File: src/rtl/mcri_pkg.sv
package mcri_pkg;

  localparam int NUM_MODES = 4;
  localparam int MODE_W    = $clog2(NUM_MODES);

  typedef enum logic [MODE_W-1:0] {
    MODE_SOLO_A = 2'd0,
    MODE_SOLO_B = 2'd1,
    MODE_SOLO_C = 2'd2,
    MODE_VOTE   = 2'd3
  } route_mode_e;

  localparam int VOTE_IX = int'(MODE_VOTE);

  // one-hot select for a mode code
  function automatic logic [NUM_MODES-1:0] mode_onehot(input logic [MODE_W-1:0] m);
    return NUM_MODES'(1) << m;
  endfunction

endpackage

File: src/rtl/mcri_decode.sv
module mcri_decode
  import mcri_pkg::*;
(
  input  logic [MODE_W-1:0]    mode,
  output logic [NUM_MODES-1:0] sel
);

  assign sel = mode_onehot(mode);

endmodule

File: src/rtl/mcri_lane_gate.sv
module mcri_lane_gate #(
  parameter int DW = 8
) (
  input  logic          en,
  input  logic [DW-1:0] din,
  output logic [DW-1:0] dout
);

  assign dout = din & {DW{en}};

endmodule

File: src/rtl/mcri_onehot_mux.sv
module mcri_onehot_mux #(
  parameter int DW = 8,
  parameter int N  = 4
) (
  input  logic [N-1:0]         sel,
  input  logic [N-1:0][DW-1:0] din,
  output logic [DW-1:0]        dout
);

  always_comb begin
    dout = '0;
    for (int i = 0; i < N; i++) begin
      dout = dout | (din[i] & {DW{sel[i]}});
    end
  end

endmodule

File: src/rtl/mcri_out_stage.sv
module mcri_out_stage #(
  parameter int DW      = 8,
  parameter int NOUT    = 7,
  parameter bit REG_OUT = 1'b1
) (
  input  logic                  clk,
  input  logic                  rst_n,
  input  logic [NOUT-1:0][DW-1:0] d,
  output logic [NOUT-1:0][DW-1:0] q
);

  generate
    if (REG_OUT) begin : g_reg
      always_ff @(posedge clk or negedge rst_n) begin
        if (!rst_n) q <= '0;
        else        q <= d;
      end
    end else begin : g_pass
      assign q = d;
    end
  endgenerate

endmodule

File: src/rtl/mcri_switch.sv
module mcri_switch
  import mcri_pkg::*;
#(
  parameter int DW      = 8,
  parameter bit REG_OUT = 1'b1
) (
  input  logic              clk,
  input  logic              rst_n,
  input  logic [MODE_W-1:0] mode_code,
  input  logic [DW-1:0]     src0,
  input  logic [DW-1:0]     src1,
  input  logic [DW-1:0]     src2,
  input  logic [DW-1:0]     src3,
  input  logic [DW-1:0]     src4,
  output logic [DW-1:0]     dst1,
  output logic [DW-1:0]     dst2,
  output logic [DW-1:0]     dst3,
  output logic [DW-1:0]     dst4,
  output logic [DW-1:0]     dst5,
  output logic [DW-1:0]     dst6,
  output logic [DW-1:0]     dst7
);

  localparam int NSHARE = NUM_MODES - 1;        // module operand sinks
  localparam int NSRC   = NSHARE + 2;           // operand + results + voter
  localparam int NDST   = 2 * NSHARE + 1;       // operands + voter inputs + result
  localparam int TAIL   = NDST - 1;

  logic [NUM_MODES-1:0]     route_sel;
  logic [NSRC-1:0][DW-1:0]  src_bus;
  logic [NDST-1:0][DW-1:0]  comb_bus;
  logic [NDST-1:0][DW-1:0]  out_bus;

  assign src_bus = {src4, src3, src2, src1, src0};

  mcri_decode u_dec (
    .mode (mode_code),
    .sel  (route_sel)
  );

  genvar k;
  generate
    // operand fan-out: own module in solo mode, all modules when voting
    for (k = 0; k < NSHARE; k++) begin : g_operand
      logic lane_en;
      assign lane_en = route_sel[k] | route_sel[VOTE_IX];
      mcri_lane_gate #(.DW(DW)) u_gate (
        .en   (lane_en),
        .din  (src_bus[0]),
        .dout (comb_bus[k])
      );
    end
    // module results towards the voter, only in voting mode
    for (k = 0; k < NSHARE; k++) begin : g_voter_in
      mcri_lane_gate #(.DW(DW)) u_gate (
        .en   (route_sel[VOTE_IX]),
        .din  (src_bus[k+1]),
        .dout (comb_bus[NSHARE+k])
      );
    end
  endgenerate

  // system result: source index = mode + 1
  mcri_onehot_mux #(.DW(DW), .N(NUM_MODES)) u_tail (
    .sel  (route_sel),
    .din  (src_bus[NSRC-1:1]),
    .dout (comb_bus[TAIL])
  );

  mcri_out_stage #(.DW(DW), .NOUT(NDST), .REG_OUT(REG_OUT)) u_out (
    .clk   (clk),
    .rst_n (rst_n),
    .d     (comb_bus),
    .q     (out_bus)
  );

  assign dst1 = out_bus[0];
  assign dst2 = out_bus[1];
  assign dst3 = out_bus[2];
  assign dst4 = out_bus[3];
  assign dst5 = out_bus[4];
  assign dst6 = out_bus[5];
  assign dst7 = out_bus[6];

endmodule

File: config.mk
export PLATFORM = sky130hd
export DESIGN_NAME = mcri_switch
export DESIGN_NICKNAME = d
export VERILOG_FILES = /design/src/rtl/mcri_pkg.sv /design/src/rtl/mcri_decode.sv /design/src/rtl/mcri_lane_gate.sv /design/src/rtl/mcri_onehot_mux.sv /design/src/rtl/mcri_out_stage.sv /design/src/rtl/mcri_switch.sv
export SDC_FILE = /design/constraint.sdc
export NUM_CORES = 1
export LEC_CHECK = 0
export BUFFER_PORTS_ARGS = -buffer_cell sky130_fd_sc_hd__buf_2
export CAP_MARGIN = 10
export CORE_ASPECT_RATIO = 0.5
export CORE_UTILIZATION = 50
export CTS_BUF_LIST = sky130_fd_sc_hd__clkbuf_8
export CTS_CLUSTER_SIZE = 8
export DETAILED_ROUTE_END_ITERATION = 7
export MAX_ROUTING_LAYER = met4
export PLACE_DENSITY = 0.95
export SYNTH_ARGS = -nofsm -noshare
export SYNTH_HDL_FRONTEND = slang
export SYNTH_SLANG_ARGS = --single-unit
File: constraint.sdc
create_clock -name clk -period 1.4 [get_ports clk]
set_clock_uncertainty 0.2 [all_clocks]
set_input_delay 0.07 -clock clk [delete_from_list [all_inputs] [get_ports clk]]
set_output_delay 0.07 -clock clk [all_outputs]
set_load 0.01 [all_outputs]
After elaboration in Yosys (flattened, before gate mapping)

Index checks and enable logic that the tools add are counted.

Register bits: 56
Bits of input ports: 44
Output and inout bits: 56

Shifts and indexed selects: 1
Bitwise operators: 16

Operators by type and width:

| operator            | count |
|---|---|
| $and 8x8->8         | 10 |
| $or 8x8->8          | 3 |
| $shl 1x2->4 const A | 1 |
| $or 1x1->1          | 3 |

Logic depth before layout (Yosys ltp)

Depth in word-level cells: 5
Mapped depth: 5

Hierarchy

From an unflattened synthesis, not the netlist that was laid out.

Cells, all modules: 139
Area, all modules: 1916.8 sq um

By module, submodules not included:

| module          | times used | cells an instance | area each (sq um) | sequential area each (sq um) |
|---|---|---|---|---|
| mcri_out_stage  | 1          | 56                | 1401.3            | 1401.3 |
| mcri_lane_gate  | 6          | 8                 | 50.0              | 0.0 |
| mcri_onehot_mux | 1          | 28                | 170.2             | 0.0 |
| mcri_decode     | 1          | 4                 | 26.3              | 0.0 |
| mcri_switch     | 1          | 3                 | 18.8              | 0.0 |

Least setup slack after synthesis

OpenSTA, ideal clock, no wires.

Kind: input port to flip-flop
Start: in mode_code[1]
End: reg u_out.q[10] in the netlist's numbering
Arrival: 0.707 ns
Required time: 1.071 ns
Path slack: 0.364 ns
Stages on the path: 5
Path buffers: 1
Path through: inv_1 -> ha_1 -> buf_2 -> nor2_2 -> nor2b_1

RTL lines:

| element              | RTL line             | RTL |
|---|---|---|
| start, declared      | mcri_switch.sv:9     | `input logic [MODE_W-1:0] mode_code,` |
| end signal, assigned | mcri_out_stage.sv:15 | `if (!rst_n) q <= '0;` |
| end signal, assigned | mcri_out_stage.sv:16 | `else q <= d;` |
| end, declared        | mcri_out_stage.sv:9  | `output logic [NOUT-1:0][DW-1:0] q` |

Final worst setup path

Start: reg u_out.q[15] in the netlist's numbering
End: out dst2[7]

RTL lines:

| element       | RTL line          | RTL |
|---|---|---|
| end, declared | mcri_switch.sv:16 | `output logic [DW-1:0] dst2,` |

No word-level cell between the ends.

==> out/qor.yml <==
pwr:
  max-vdd-ir-drop_uv: 757
  internal_power_mw: 2.35
  cellPowerDensity_nw_per_um2: 1030
  switching_share: 0.247
  leakagePower_nw: 1.66
  finalPower_mw: 3.12
  switchingPower_mw: 0.772
  p_comb_frac: 0.161
  pwr-share-clk: 0.283
  power.share.sequential: 0.556
setup_path:
  cp.depth: 1
  cpLargestDelayFamily: "flip-flops"
  cp-startpoint: "u_out.q[15]$_DFF_PN0_"
  end_kind: "primary output"
  cp.required_ns: 1.13
  crit_buf_inv: 1
  crit_arrival_ns: 0.85
  start_kind: "register"
  cpPeakStageDelay_ns: 0.40
  critPathKind: "reg -> out"
  cp_max_fo: 1
  cp_slowest_cell: "dfrtp_1"
  path_cells: "buf_2"
  endpoint: "dst2[7]"
layout:
  regMostFlops: "u_out.q"
  num-nets-final: 335
  reg_top3: "u_out.q x56"
  synthToLayoutAreaGrowth_pct: 55.6
  diodes: 0
  drive_gt1_frac: 0.382
  mostFrequentLayoutCell: "buf_2"
  largest_register_ffs: 56
  final_cell_mix: "buf_2 (99), dfrtp_1 (56), dlygate4sd3_1 (42)"
drt:
  ant_nets: 0
  routedWlPerCell_um: 16.2
  drtIter0Drc: 104
  wirelength_um: 5490
  drt_pass1_iterations: 4
  via_per_inst: 4.85
  drc: 0
  num_vias: 1645
sta:
  final-hold-violation-count: 0
  max_slew_margin: 0.721
  finalSetupTns_ns: 0
  worstMarginPinSlew_ns: 0.418
  min_period_ns: 1.12
  setup_viol: 0
  rsz0062_at_grt: "no"
  layout_setup_ws_ns: 0.278
  slew_viol_final: 0
  period_share: 0.801
  max_freq_mhz: 891
floorplan:
  num_rows: 15
  initial_core_util: 0.543
  io_pins: 100
  die_w_um: 90.2
  die-area_um2: 4160
  core_area_um2: 3580
  die-height_um: 46.1
grt:
  grt_max_degree: 42
  grt_pass1_wl_um: 8100
  grt_usage: 0.279
  grt_pass1_vias: 1710
  antenna_found_initial: 0
  overflow: 0
clocking:
  cts_setup_buffers: 0
  cts_tree: "done"
  clock-sinks: 56
  cts.path.max_buffers: 2
  htree_levels: 2
  clock-root-buffer: "clkbuf_8"
  cts_made_buffers: 5
  cts.clk_slew.worst_paths_ns: 0.09
placed_design:
  place_congestion: 0.790
  pre_cts_ws_ns: 0.116
  port-buffer-count: 99
  dp_hpwl_um: 3150
synth:
  yosysSeqAreaShare: 0.720
  synthCells: 141
  syn_area_per_cell_um2: 13.8
  syn_area_um2: 1950
  synth_cell_types: 13
  yosysWarningCount: 0
  synth.net_count: 189
  synth_top_cell_area_share: 0.720
  synth_seq_cells: 56
  synth_largest_area_cell: "dfrtp_1"
  synthTopCellsByArea: "dfrtp_1 (72%), and2_1 (10%), a22oi_1 (6.2%), nor2b_1 (5.1%), ha_1 (2.6%)"
flow_run:
  max-cap-violations: 0
hold_path:
  hold_class: "in -> async"
status:
  status: "finished clean"
==> power by group through the flow <==
stage	Sequential (mW)	Combinational, mW	Clock, mW
after floorplan	1.82	0.109	0
after global placement	1.76	0.384	0
after detailed placement	1.76	0.403	0
after CTS	1.73	0.494	0.900
after global routing	1.74	0.544	0.943
final	1.74	0.504	0.883
==> how the worst min path moves through the flow <==
stage                     slack [ns]  startpoint  depth (start not counted)              endpoint
final                           0.01       rst_n                          2  u_out.q[0]$_DFF_PN0_
after global routing            0.05       rst_n                          2  u_out.q[0]$_DFF_PN0_
after detailed placement       -0.19       rst_n                          1  u_out.q[0]$_DFF_PN0_
after CTS                       0.02       rst_n                          2  u_out.q[1]$_DFF_PN0_
after global placement         -0.21       rst_n                          1  u_out.q[0]$_DFF_PN0_
after floorplan                -0.43       rst_n                          0  u_out.q[0]$_DFF_PN0_
==> through the flow <==
| step | hold slack, ns | instance area [µm²] | util | std cells |
|---|---|---|---|---|
| 6_report | 0.0112 | 3030 | 0.845 | 339 |
| 5_1_grt | 0.0519 | 3030 | 0.845 | 339 |
| 4_1_cts | 0.0161 | 3030 | 0.845 | 339 |
| 3_5_place_dp | -0.192 | 2520 | 0.703 | 289 |
| 3_3_place_gp | -0.207 | 2520 | 0.703 | 289 |
| 2_1_floorplan | -0.426 | 1950 | - | 141 |
==> routing by layer <==
metal / global-route usage / share of wire / vias up
li1: - / - / 744
met1: 0.297 / 0.38 / 811
met2: 0.521 / 0.54 / 65
met3: 0.0594 / 0.048 / 25
met4: 0.148 / 0.039 / 0
met5: - / 0 / -
==> final cells by class <==
class | count | area [µm²]
Inverter | 2 | 7.51
Clock inverter | 2 | 7.51
Timing Repair Buffer | 145 | 958
Tap cell | 51 | 63.8
Fill cell | 182 | 556
Multi-Input combinational cell | 77 | 508
Clock buffer | 6 | 82.6
Sequential cell | 56 | 1400
==> timing repair <==
item,in CTS,in global routing
endpoints found under the hold margin,112,0
hold buffers,42,0
resized for setup,0,0
endpoints found under the setup margin,0,0
==> cell usage after synthesis <==
cell / instances
dfrtp_1: 56
and2_1: 31
a22oi_1: 16
nor2b_1: 16
nand2_1: 8
ha_1: 4
clkbuf_1: 2
clkbuf_2: 2
inv_1: 2
buf_2: 1
buf_4: 1
nor2_2: 1
o21a_1: 1
==> logic make-up after synthesis <==
kind of cell             count (synthesis)  share of synthesized area
AND/OR/NAND/NOR                         56                      0.170
adder cells (fa/ha/maj)                  4                     0.0257
flip-flops                              56                      0.720
buffers and inverters                    8                     0.0193
AO/OA/AOI/OAI                           17                     0.0656
Power figures use the tool's default switching activity.
